===== src/rtl/hp16_pkg.sv =====
package hp16_pkg;
  typedef enum logic [1:0] {
    SEL_CTRL     = 2'b00,
    SEL_DATA_INC = 2'b01,
    SEL_ADDR     = 2'b10,
    SEL_DATA     = 2'b11
  } sel_e;

  typedef struct packed {
    logic asel;  // dual mode: 1 = address accesses reach write pointer
    logic dual;  // independent read and write pointers
    logic hwob;  // 1 = low half travels first
  } ctrl_t;

  localparam int CTRL_W = 3;
endpackage


===== src/rtl/hp16_strobe.sv =====
// Synchronises the host bus and reports the cycle the qualified strobe turns active.
module hp16_strobe #(
  parameter int HW = 16
) (
  input  logic          clk,
  input  logic          rst,
  input  logic          cs_n,
  input  logic          ds1_n,
  input  logic          ds2_n,
  input  logic [1:0]    sel,
  input  logic          rnw,
  input  logic [HW-1:0] din,
  output logic          start,
  output logic [1:0]    sel_q,
  output logic          rnw_q,
  output logic [HW-1:0] din_q
);
  logic cs_q, ds1_q, ds2_q, act, act_d;

  always_ff @(posedge clk) begin
    if (rst) begin
      cs_q  <= 1'b1;
      ds1_q <= 1'b1;
      ds2_q <= 1'b1;
      sel_q <= '0;
      rnw_q <= 1'b0;
      din_q <= '0;
      act_d <= 1'b0;
    end else begin
      cs_q  <= cs_n;
      ds1_q <= ds1_n;
      ds2_q <= ds2_n;
      sel_q <= sel;
      rnw_q <= rnw;
      din_q <= din;
      act_d <= act;
    end
  end

  assign act   = ~cs_q & (ds1_q ^ ds2_q);
  assign start = act & ~act_d;
endmodule


===== src/rtl/hp16_addr.sv =====
// One word pointer, loadable a halfword at a time, with post-increment.
module hp16_addr #(
  parameter int HW = 16
) (
  input  logic            clk,
  input  logic            rst,
  input  logic            wr_en,
  input  logic            wr_hi,
  input  logic [HW-1:0]   wr_val,
  input  logic            inc,
  output logic [2*HW-1:0] q
);
  always_ff @(posedge clk) begin
    if (rst)
      q <= '0;
    else if (wr_en && wr_hi)
      q <= {wr_val, q[HW-1:0]};
    else if (wr_en)
      q <= {q[2*HW-1:HW], wr_val};
    else if (inc)
      q <= q + 1'b1;
  end
endmodule


===== src/rtl/hostport16_slave.sv =====
module hostport16_slave
  import hp16_pkg::*;
#(
  parameter int HW = 16,
  parameter int AW = 20
) (
  input  logic            clk,
  input  logic            rst,
  input  logic            hold,
  input  logic            h_cs_n,
  input  logic            h_ds1_n,
  input  logic            h_ds2_n,
  input  logic [1:0]      h_sel,
  input  logic            h_rnw,
  input  logic [HW-1:0]   h_din,
  output logic [HW-1:0]   h_dout,
  output logic            h_rdy,
  output logic            m_req,
  output logic            m_we,
  output logic [AW-1:0]   m_addr,
  output logic [2*HW-1:0] m_wdata,
  input  logic [2*HW-1:0] m_rdata,
  input  logic            m_ack
);
  localparam int WW = 2 * HW;
  localparam int NPTR = 2;  // index 0 = read pointer, 1 = write pointer

  logic          start, rnw_q;
  logic [1:0]    sel_q;
  logic [HW-1:0] din_q;

  hp16_strobe #(.HW(HW)) u_strobe (
    .clk(clk), .rst(rst), .cs_n(h_cs_n), .ds1_n(h_ds1_n), .ds2_n(h_ds2_n),
    .sel(h_sel), .rnw(h_rnw), .din(h_din),
    .start(start), .sel_q(sel_q), .rnw_q(rnw_q), .din_q(din_q)
  );

  ctrl_t         ctrl_q;
  logic          flag_q;      // 0 = next halfword is the first of its word
  logic          busy_q, busy_nxt;
  logic          rd_pend_q, inc_pend_q;
  logic [WW-1:0] wbuf_q, rbuf_q;
  logic          go, hi, is_data, rd_inc, wr_inc;
  sel_e          s;
  logic [NPTR-1:0] p_wr, p_inc;
  logic [WW-1:0]   p_q [NPTR];
  logic [WW-1:0]   sel_ptr;

  assign s       = sel_e'(sel_q);
  assign go      = start & ~hold & ~busy_q;
  assign hi      = ~(flag_q ^ ctrl_q.hwob);
  assign is_data = (s == SEL_DATA_INC) || (s == SEL_DATA);
  assign sel_ptr = (ctrl_q.dual && ctrl_q.asel) ? p_q[1] : p_q[0];

  // Read pointer steps after the second halfword of an incrementing read,
  // write pointer after the acknowledge of an incrementing write.
  assign rd_inc = go & is_data & rnw_q & flag_q & (s == SEL_DATA_INC);
  assign wr_inc = busy_q & m_ack & ~rd_pend_q & inc_pend_q;

  generate
    for (genvar g = 0; g < NPTR; g++) begin : g_ptr
      logic own_inc, other_inc, chosen;
      assign own_inc   = (g == 0) ? rd_inc : wr_inc;
      assign other_inc = (g == 0) ? wr_inc : rd_inc;
      assign chosen    = ~ctrl_q.dual | (ctrl_q.asel == (g == 1));
      assign p_wr[g]   = go & (s == SEL_ADDR) & ~rnw_q & chosen;
      assign p_inc[g]  = own_inc | (other_inc & ~ctrl_q.dual);

      hp16_addr #(.HW(HW)) u_ptr (
        .clk(clk), .rst(rst), .wr_en(p_wr[g]), .wr_hi(hi),
        .wr_val(din_q), .inc(p_inc[g]), .q(p_q[g])
      );
    end
  endgenerate

  always_comb begin
    if (busy_q)
      busy_nxt = ~m_ack;
    else
      busy_nxt = go & is_data & (rnw_q ? ~flag_q : flag_q);
  end

  always_ff @(posedge clk) begin
    if (rst) begin
      ctrl_q     <= '0;
      flag_q     <= 1'b0;
      busy_q     <= 1'b0;
      rd_pend_q  <= 1'b0;
      inc_pend_q <= 1'b0;
      wbuf_q     <= '0;
      rbuf_q     <= '0;
      h_dout     <= '0;
      h_rdy      <= 1'b0;
      m_req      <= 1'b0;
      m_we       <= 1'b0;
      m_addr     <= '0;
      m_wdata    <= '0;
    end else begin
      h_rdy  <= ~hold & ~busy_nxt;
      busy_q <= busy_nxt;

      if (hold && !busy_q)
        flag_q <= 1'b0;

      if (busy_q && m_ack) begin
        m_req <= 1'b0;
        if (rd_pend_q) begin
          rbuf_q <= m_rdata;
          h_dout <= ctrl_q.hwob ? m_rdata[HW-1:0] : m_rdata[WW-1:HW];
        end
      end

      if (go) begin
        unique case (s)
          SEL_CTRL: begin
            if (rnw_q)
              h_dout <= {{(HW-CTRL_W){1'b0}}, ctrl_q};
            else begin
              ctrl_q <= ctrl_t'(din_q[CTRL_W-1:0]);
              flag_q <= 1'b0;
            end
          end
          SEL_ADDR: begin
            if (rnw_q)
              h_dout <= hi ? sel_ptr[WW-1:HW] : sel_ptr[HW-1:0];
            flag_q <= ~flag_q;
          end
          default: begin
            flag_q <= ~flag_q;
            if (rnw_q) begin
              if (!flag_q) begin
                m_req     <= 1'b1;
                m_we      <= 1'b0;
                m_addr    <= p_q[0][AW-1:0];
                rd_pend_q <= 1'b1;
              end else
                h_dout <= hi ? rbuf_q[WW-1:HW] : rbuf_q[HW-1:0];
            end else begin
              if (!flag_q) begin
                if (hi) wbuf_q[WW-1:HW] <= din_q;
                else    wbuf_q[HW-1:0]  <= din_q;
              end else begin
                m_req      <= 1'b1;
                m_we       <= 1'b1;
                m_addr     <= p_q[1][AW-1:0];
                m_wdata    <= hi ? {din_q, wbuf_q[HW-1:0]} : {wbuf_q[WW-1:HW], din_q};
                rd_pend_q  <= 1'b0;
                inc_pend_q <= (s == SEL_DATA_INC);
              end
            end
          end
        endcase
      end
    end
  end
endmodule


===== config.mk =====
export PLATFORM = sky130hd
export DESIGN_NAME = hostport16_slave
export DESIGN_NICKNAME = d
export VERILOG_FILES = /design/src/rtl/hp16_pkg.sv /design/src/rtl/hp16_strobe.sv /design/src/rtl/hp16_addr.sv /design/src/rtl/hostport16_slave.sv
export SDC_FILE = /design/constraint.sdc
export NUM_CORES = 1
export LEC_CHECK = 0
export BUFFER_PORTS_ARGS = -buffer_cell sky130_fd_sc_hd__buf_2
export CAP_MARGIN = 25
export CORE_MARGIN = 2
export CORE_UTILIZATION = 45
export DETAILED_ROUTE_END_ITERATION = 10
export PLACE_DENSITY = 0.68
export SLEW_MARGIN = 20
export SYNTH_ARGS = -nofsm -noshare
export SYNTH_HDL_FRONTEND = slang
export SYNTH_HIERARCHICAL = 1
export SYNTH_SLANG_ARGS = --single-unit
export TNS_END_PERCENT = 20

===== constraint.sdc =====
create_clock -name clk -period 3.3 [get_ports clk]
set_clock_uncertainty 0.15 [all_clocks]
set_input_delay 0.99 -clock clk [delete_from_list [all_inputs] [get_ports clk]]
set_output_delay 0.99 -clock clk [all_outputs]
set_load 0.005 [all_outputs]

# After elaboration in Yosys (flattened, before gate mapping)
# Cells that the tools add are included.
totals:
  ff_bits: 229
  in_bits: 58
  output_inout_bits: 71
  word_cells: 139
op_classes:
  add_sub_neg: 2
  n_eq_ne: 6
  mux: 40
  bitwise_logic: 40
  n_reduce_logical: 24
ops:
  columns: ["operator", "n"]
  rows:
  - ["32-bit 2-to-1 mux", 8]
  - ["16-bit 2-to-1 mux", 10]
  - ["32-bit by 1-bit adder with 32-bit output (second input constant)", 2]
  - ["20-bit 2-to-1 mux", 3]
  - ["16-bit case mux with 2 select lines", 1]
  - ["1-bit AND", 19]
  - ["1-bit 2-to-1 mux", 18]
  - ["1-bit inverter", 15]
  - ["2-bit AND reduction", 5]
  - ["5-bit AND reduction", 2]
  - ["2-bit nonzero test", 5]
  - ["4-bit AND reduction", 2]
  - ["2-bit inequality test (second input constant)", 3]
  - ["1-bit logical AND", 5]
  - ["2-bit == test (second input constant)", 2]
  - ["1-bit bitwise OR", 4]
  - ["3-bit AND reduction", 1]
  - ["2-bit by 1-bit == test with 1-bit output (second input constant)", 1]
  - ["2-bit zero test", 1]
  - ["2-bit OR reduction", 1]
  - ["1-bit bitwise XOR", 2]
  - ["1-bit zero test", 1]
  - ["1-bit logical OR", 1]

# Longest topological paths before layout
logic_depth:
  ltp_word: 14
  ltp_mapped: 12
  mapped_depth_nobuf: 10

# Modules after synthesis
# Netlist, hierarchy kept.
by_module_without_submodules:
  columns: ["mod", "n_inst", "cells_each", "area_per_inst_um2"]
  rows:
  - ["hostport16_slave", 1, 787, 6706.4]
  - ["hp16_addr at g_ptr[0].u_ptr", 1, 275, 2160.8]
  - ["hp16_addr at g_ptr[1].u_ptr", 1, 264, 2079.5]
  - ["hp16_strobe", 1, 50, 634.4]

# Worst setup path after synthesis
# Ideal clock, no wire load.
synth_timing:
  path_type: "input to register"
  start: "input port hold"
  end: "register g_ptr[0].u_ptr.q[16]"
  t_arrival_ps: 3060
  setup_slack_ps: 5
  cell_stages: 8
  n_path_buf: 2
  path_cell_list: "nor4b_1 nand3_1 nor2_1 clkbuf_1 nand2_1 clkbuf_1 o31a_1 a211oi_1"
synth_lines:
  columns: ["item", "line", "text"]
  rows:
  - ["start: declaration", "hostport16_slave.sv:9", "input logic hold,"]
  - ["1-bit inverter (*)", "hostport16_slave.sv:50", "assign go = start & ~hold & ~busy_q;"]
  - ["1-bit AND (*) (2 in series)", "hostport16_slave.sv:50", null]
  - ["1-bit AND (*) (3 in series)", "hostport16_slave.sv:66", "assign p_wr[g] = go & (s == SEL_ADDR) & ~rnw_q & chosen;"]
  - ["named net p_wr[0]", "hostport16_slave.sv:45", "logic [NPTR-1:0] p_wr, p_inc;"]
  - ["1-bit logical AND", "hp16_addr.sv:16", "else if (wr_en && wr_hi)"]
  - ["2-bit inequality test (no source line) or 2-bit nonzero test (tied branches)", null, null]
  - ["2-bit AND reduction (no source line)", null, null]
  - ["end signal: assignment", "hp16_addr.sv:17", "q <= {wr_val, q[HW-1:0]};"]
  - ["end signal: assignment", "hp16_addr.sv:19", "q <= {q[2*HW-1:HW], wr_val};"]
  - ["end signal: assignment", "hp16_addr.sv:21", "q <= q + 1'b1;"]
  - ["end: declaration", "hp16_addr.sv:11", "output logic [2*HW-1:0] q"]
# Mark *: on every way through the listed nets, which the timed path passes. The rest lies on a longest branch.
# A chain may end at the register's enable or synchronous reset.

# Worst setup path after layout
layout_timing:
  start: "register u_strobe.ds2_q"
  end: "register g_ptr[1].u_ptr.q[21]"
layout_via:
  elab_chain_cells: 13
layout_rtl:
  columns: ["item", "line", "text"]
  rows:
  - ["start: declaration", "hp16_strobe.sv:18", "logic cs_q, ds1_q, ds2_q, act, act_d;"]
  - ["start signal: assignment", "hp16_strobe.sv:32", "ds2_q <= ds2_n;"]
  - ["1-bit bitwise XOR", "hp16_strobe.sv:40", "assign act = ~cs_q & (ds1_q ^ ds2_q);"]
  - ["1-bit AND", "hp16_strobe.sv:40", null]
  - ["1-bit AND", "hp16_strobe.sv:41", "assign start = act & ~act_d;"]
  - ["named net start", "hostport16_slave.sv:28", "logic start, rnw_q;"]
  - ["1-bit AND (2 in series)", "hostport16_slave.sv:50", null]
  - ["1-bit AND (4 in series)", "hostport16_slave.sv:57", "assign rd_inc = go & is_data & rnw_q & flag_q & (s == SEL_DATA_INC);"]
  - ["1-bit AND", "hostport16_slave.sv:67", "assign p_inc[g] = own_inc | (other_inc & ~ctrl_q.dual);"]
  - ["1-bit bitwise OR", "hostport16_slave.sv:67", null]
  - ["named net p_inc[1]", "hostport16_slave.sv:45", null]
  - ["2-bit nonzero test (no source line)", null, null]
  - ["2-bit AND reduction (no source line)", null, null]
  - ["end signal: assignment", "hp16_addr.sv:17", null]
  - ["end signal: assignment", "hp16_addr.sv:19", null]
  - ["end signal: assignment", "hp16_addr.sv:21", null]
  - ["end: declaration", "hp16_addr.sv:11", null]
# The timed path passes the listed nets, and every way through them passes these cells.

==> metrics.txt <==
mux cell area share after synthesis 11.3%; GRT met2 Usage 43.7%; Peak VDD IR 0.000354 V; crit-path max FO 6; syn_area_per_cell 8.42 sq um; Num CTS Buffers 26; hold_buf cts 0; setup TNS 0 ns; synthesized area ~12000 sq um; Tcrit/Tclk final 89.4%; gr busiest metal met2; Adder-Cell Fraction of Synth Area 0.432%; CP Depth 10; layout cells sized above 1 a little over a fifth; H-tree level count 1; Gate power share 4.8%; die height 164 um; Fill cells 2381; pin count of the biggest net entering global routing 67; DR pass1 iterations 6; # resized after CTS 0; Num Clock Sinks 229; Clock power frac 48.2%; Top FF cell, synth dfxtp_1; Distinct cells, synth just under 90; postcts setup bufs 0; Least-Margin Pin Slew 0.966 ns; Core Rows 58; die area roughly 27000 sq um; crit-path cells xnor2_1 -> nor3_1 -> buf_4 -> nand4bb_1 -> or4_1 -> o21ai_1 -> nand2_1 -> nor4_1 -> mux2_1 -> nor3_1; hpwl dp 26300 um; Reg2Reg Depth 10; capturing point of the worst reg2reg path g_ptr[1].u_ptr/q[21]$_SDFFE_PP0P_; Setup crit start kind register; CP endpoint g_ptr[1].u_ptr/q[21]$_SDFFE_PP0P_; Lkg Pwr 5.32 nW; minimum clock period 2.95 ns; initial antenna violation count 0; WP data required 3.60 ns; Residual DRC 0; total power ~6.3 mW; Post-Synth XOR/XNOR Area less than 1%; Yosys warnings 6; CP endpoint kind register; Setup CP Type register to register; Rel. slew slack 35.1%; slowest CP cell or4_1; Core Footprint 25300 sq um; Overall Global Routing Usage 27.7%; I/O Buffers around 130; # IOs around 130; Synth Net Count 1438; global-route wire length before repair roughly 58000 um; RSZ-0062 raised after global routing false; Crit path top cell by count nor3_1; final hold slack 0.269 ns; Yosys reg bits between 200 and 250; Bufs and invs on worst path 1; grt met1 use 37.1%; DR iter-0 viols 1244; Post-synth EDFFs 0; Crit. Startpoint u_strobe/ds2_q$_SDFF_PP1_; die width approximately 160 um; Final #Nets 1549; cells after synthesis 1376; Layout area overhead 17.1%; clock-pin slew on the worst setup and hold paths 0.06 ns; M3 GR Usage 4.52%; Worst path max stage delay 0.47 ns; RePlAce Congestion between 0.9 and 1; Async SR Flop Fraction 0%; Worst R2R Start u_strobe/ds2_q$_SDFF_PP1_; number of routed nets with antenna violations 0; compound-cell area share of the yosys netlist between 20% and 30%; post-detailed-routing wire length 38200 um; Finish-stage setup viols 0; DR vias/cell 6.08; Max Cap Violations 0; post-synthesis simple-gate area fraction between 20% and 30%; Pins Over Slew Limit 0; worst-case clock buffer depth 3; Net Sw Frac between 20% and 30%; status complete, no violations; vias in the first global route between 10000 and 15000; f_max 339 MHz; Hold WC Path Type register to register; CTS Root Cell clkbuf_16; Psw approximately 1.5 mW; Initial Util a little under half; Pint 4.78 mW; vias 11153; CTS tree yes; Worst-Skew Late Latency around 0.53 ns; diode count 0; global route total overflow 0; sequential share of the synthesized area 39.6%; CP top delay family simple AND/OR/NAND/NOR gates; Flop pwr share 47.0%; Hold Fails Final Rpt 0; worst endpoint data arrival time 3.25 ns; reg-to-reg slack, setup 0.35 ns; Pwr per Cell Area between 400 and 500 nW/um^2; Routed wire per std cell 20.8 um; largest family of logic cells by synthesized area simple AND/OR/NAND/NOR gates
[kinds of logic (layout without fill, tap and decap cells)]
kind of cell | after synthesis | after routing
compound gates | 346 | 346
buf+inv | 117 | 246
fa+ha+maj | 4 | 4
xor+xnor | 4 | 4
simple gates | 551 | 551
flops | 229 | 229
mux | 125 | 125
[registers in the layout, summed over array words and instances (netlist names)]
signal          count
busy_q              1
ctrl_q              3
flag_q              1
g_ptr.u_ptr/q      64
h_dout             16
h_rdy               1
inc_pend_q          1
m_addr             20
m_req               1
m_wdata            32
m_we                1
rbuf_q             32
rd_pend_q           1
u_strobe/act_d      1
u_strobe/cs_q       1
u_strobe/din_q     16
u_strobe/ds1_q      1
u_strobe/ds2_q      1
u_strobe/rnw_q      1
u_strobe/sel_q      2
wbuf_q             32
[worst min-delay path by stage]
stage                                   startpoint                        end  cells after the start
after global placement    u_strobe/cs_q$_SDFF_PP1_  u_strobe/act_d$_SDFF_PP0_                      1
after detailed placement  u_strobe/cs_q$_SDFF_PP1_  u_strobe/act_d$_SDFF_PP0_                      1
final                     u_strobe/cs_q$_SDFF_PP1_  u_strobe/act_d$_SDFF_PP0_                      1
after global routing      u_strobe/cs_q$_SDFF_PP1_  u_strobe/act_d$_SDFF_PP0_                      1
after floorplan           u_strobe/cs_q$_SDFF_PP1_  u_strobe/act_d$_SDFF_PP0_                      1
after CTS                 u_strobe/cs_q$_SDFF_PP1_  u_strobe/act_d$_SDFF_PP0_                      1
[per-layer routing]
| layer | vias up | wire length (um) |
|---|---|---|
| li1 | 5257 | - |
| met1 | 5241 | 15800 |
| met2 | 543 | 17200 |
| met3 | 112 | 3340 |
| met4 | 0 | 1850 |
| met5 | - | 0 |
[synthesized netlist by cell type, drive strengths merged (4+ instances only)]
cell / number / area (sq um)
or4: 9 / 67.6
and3: 13 / 81.3
ha: 4 / 50.1
mux2: 42 / 473
nor3: 19 / 105
nor3b: 5 / 48.8
nand2: 259 / 977
mux2i: 83 / 831
o211ai: 8 / 60.1
a21oi: 110 / 551
o31ai: 5 / 37.5
clkbuf: 58 / 220
a211oi: 55 / 423
buf: 46 / 278
a311o: 4 / 40.0
or2: 9 / 56.3
nand3: 46 / 235
nor2: 73 / 274
o21ai: 49 / 245
a311oi: 4 / 35.0
a22oi: 21 / 158
dfxtp: 229 / 4580
a221oi: 28 / 283
and4: 12 / 106
nand4: 31 / 221
o22ai: 14 / 87.6
nor2b: 33 / 206
nand2b: 8 / 50.1
inv: 13 / 48.8
a31oi: 6 / 37.5
o311ai: 5 / 43.8
a21boi: 6 / 45.0
nor4: 17 / 149
[layout make-up]
cell class	instances	area, sq um	area share, %
clock buffer	33	707	5.21
clock inverter	13	186	1.37
inverter	13	48.8	0.360
multi-input combinational	1030	6480	47.8
sequential	229	4590	33.8
tap	330	413	3.04
timing repair buffer	187	1140	8.41
[metrics by stage]
step                setup slack (ns)  area, sq um  util [%]  instances
floorplan                    0.00470        11600         -       1376
global placement              0.0416        12700      50.1       1789
detailed placement            0.0214        12700      50.2       1789
CTS                            0.383        13600      53.7       1835
global route                   0.151        13600      53.7       1835
finish                         0.349        13600      53.7       1835
[cells in the final DEF (no fill, tap or decap), types with 9 or more instances in the layout]
master,instances
mux2_2,41
dfxtp_1,228
inv_1,11
clkbuf_16,26
nand4_1,28
nor2_1,72
buf_4,55
or4_1,9
nor4_1,12
nand2_1,257
a22oi_1,21
a21oi_1,108
a221oi_1,22
nor2b_1,33
a211oi_1,53
o22ai_1,14
o21ai_0,48
mux2i_1,83
nor3_1,17
buf_2,127
and3_1,12
nand3_1,45
and4_1,11
[power groups by stage]
stage | Clock [mW] | Sequential, mW | Combinational [mW]
CTS | 3.06 | 2.94 | 0.296
finish | 3.02 | 2.95 | 0.299
floorplan | 0 | 2.93 | 0.195
global placement | 0 | 3.00 | 0.290
global route | 3.17 | 2.95 | 0.324
detailed placement | 0 | 3.00 | 0.295
Note: power is estimated with default switching activity, not from simulation.
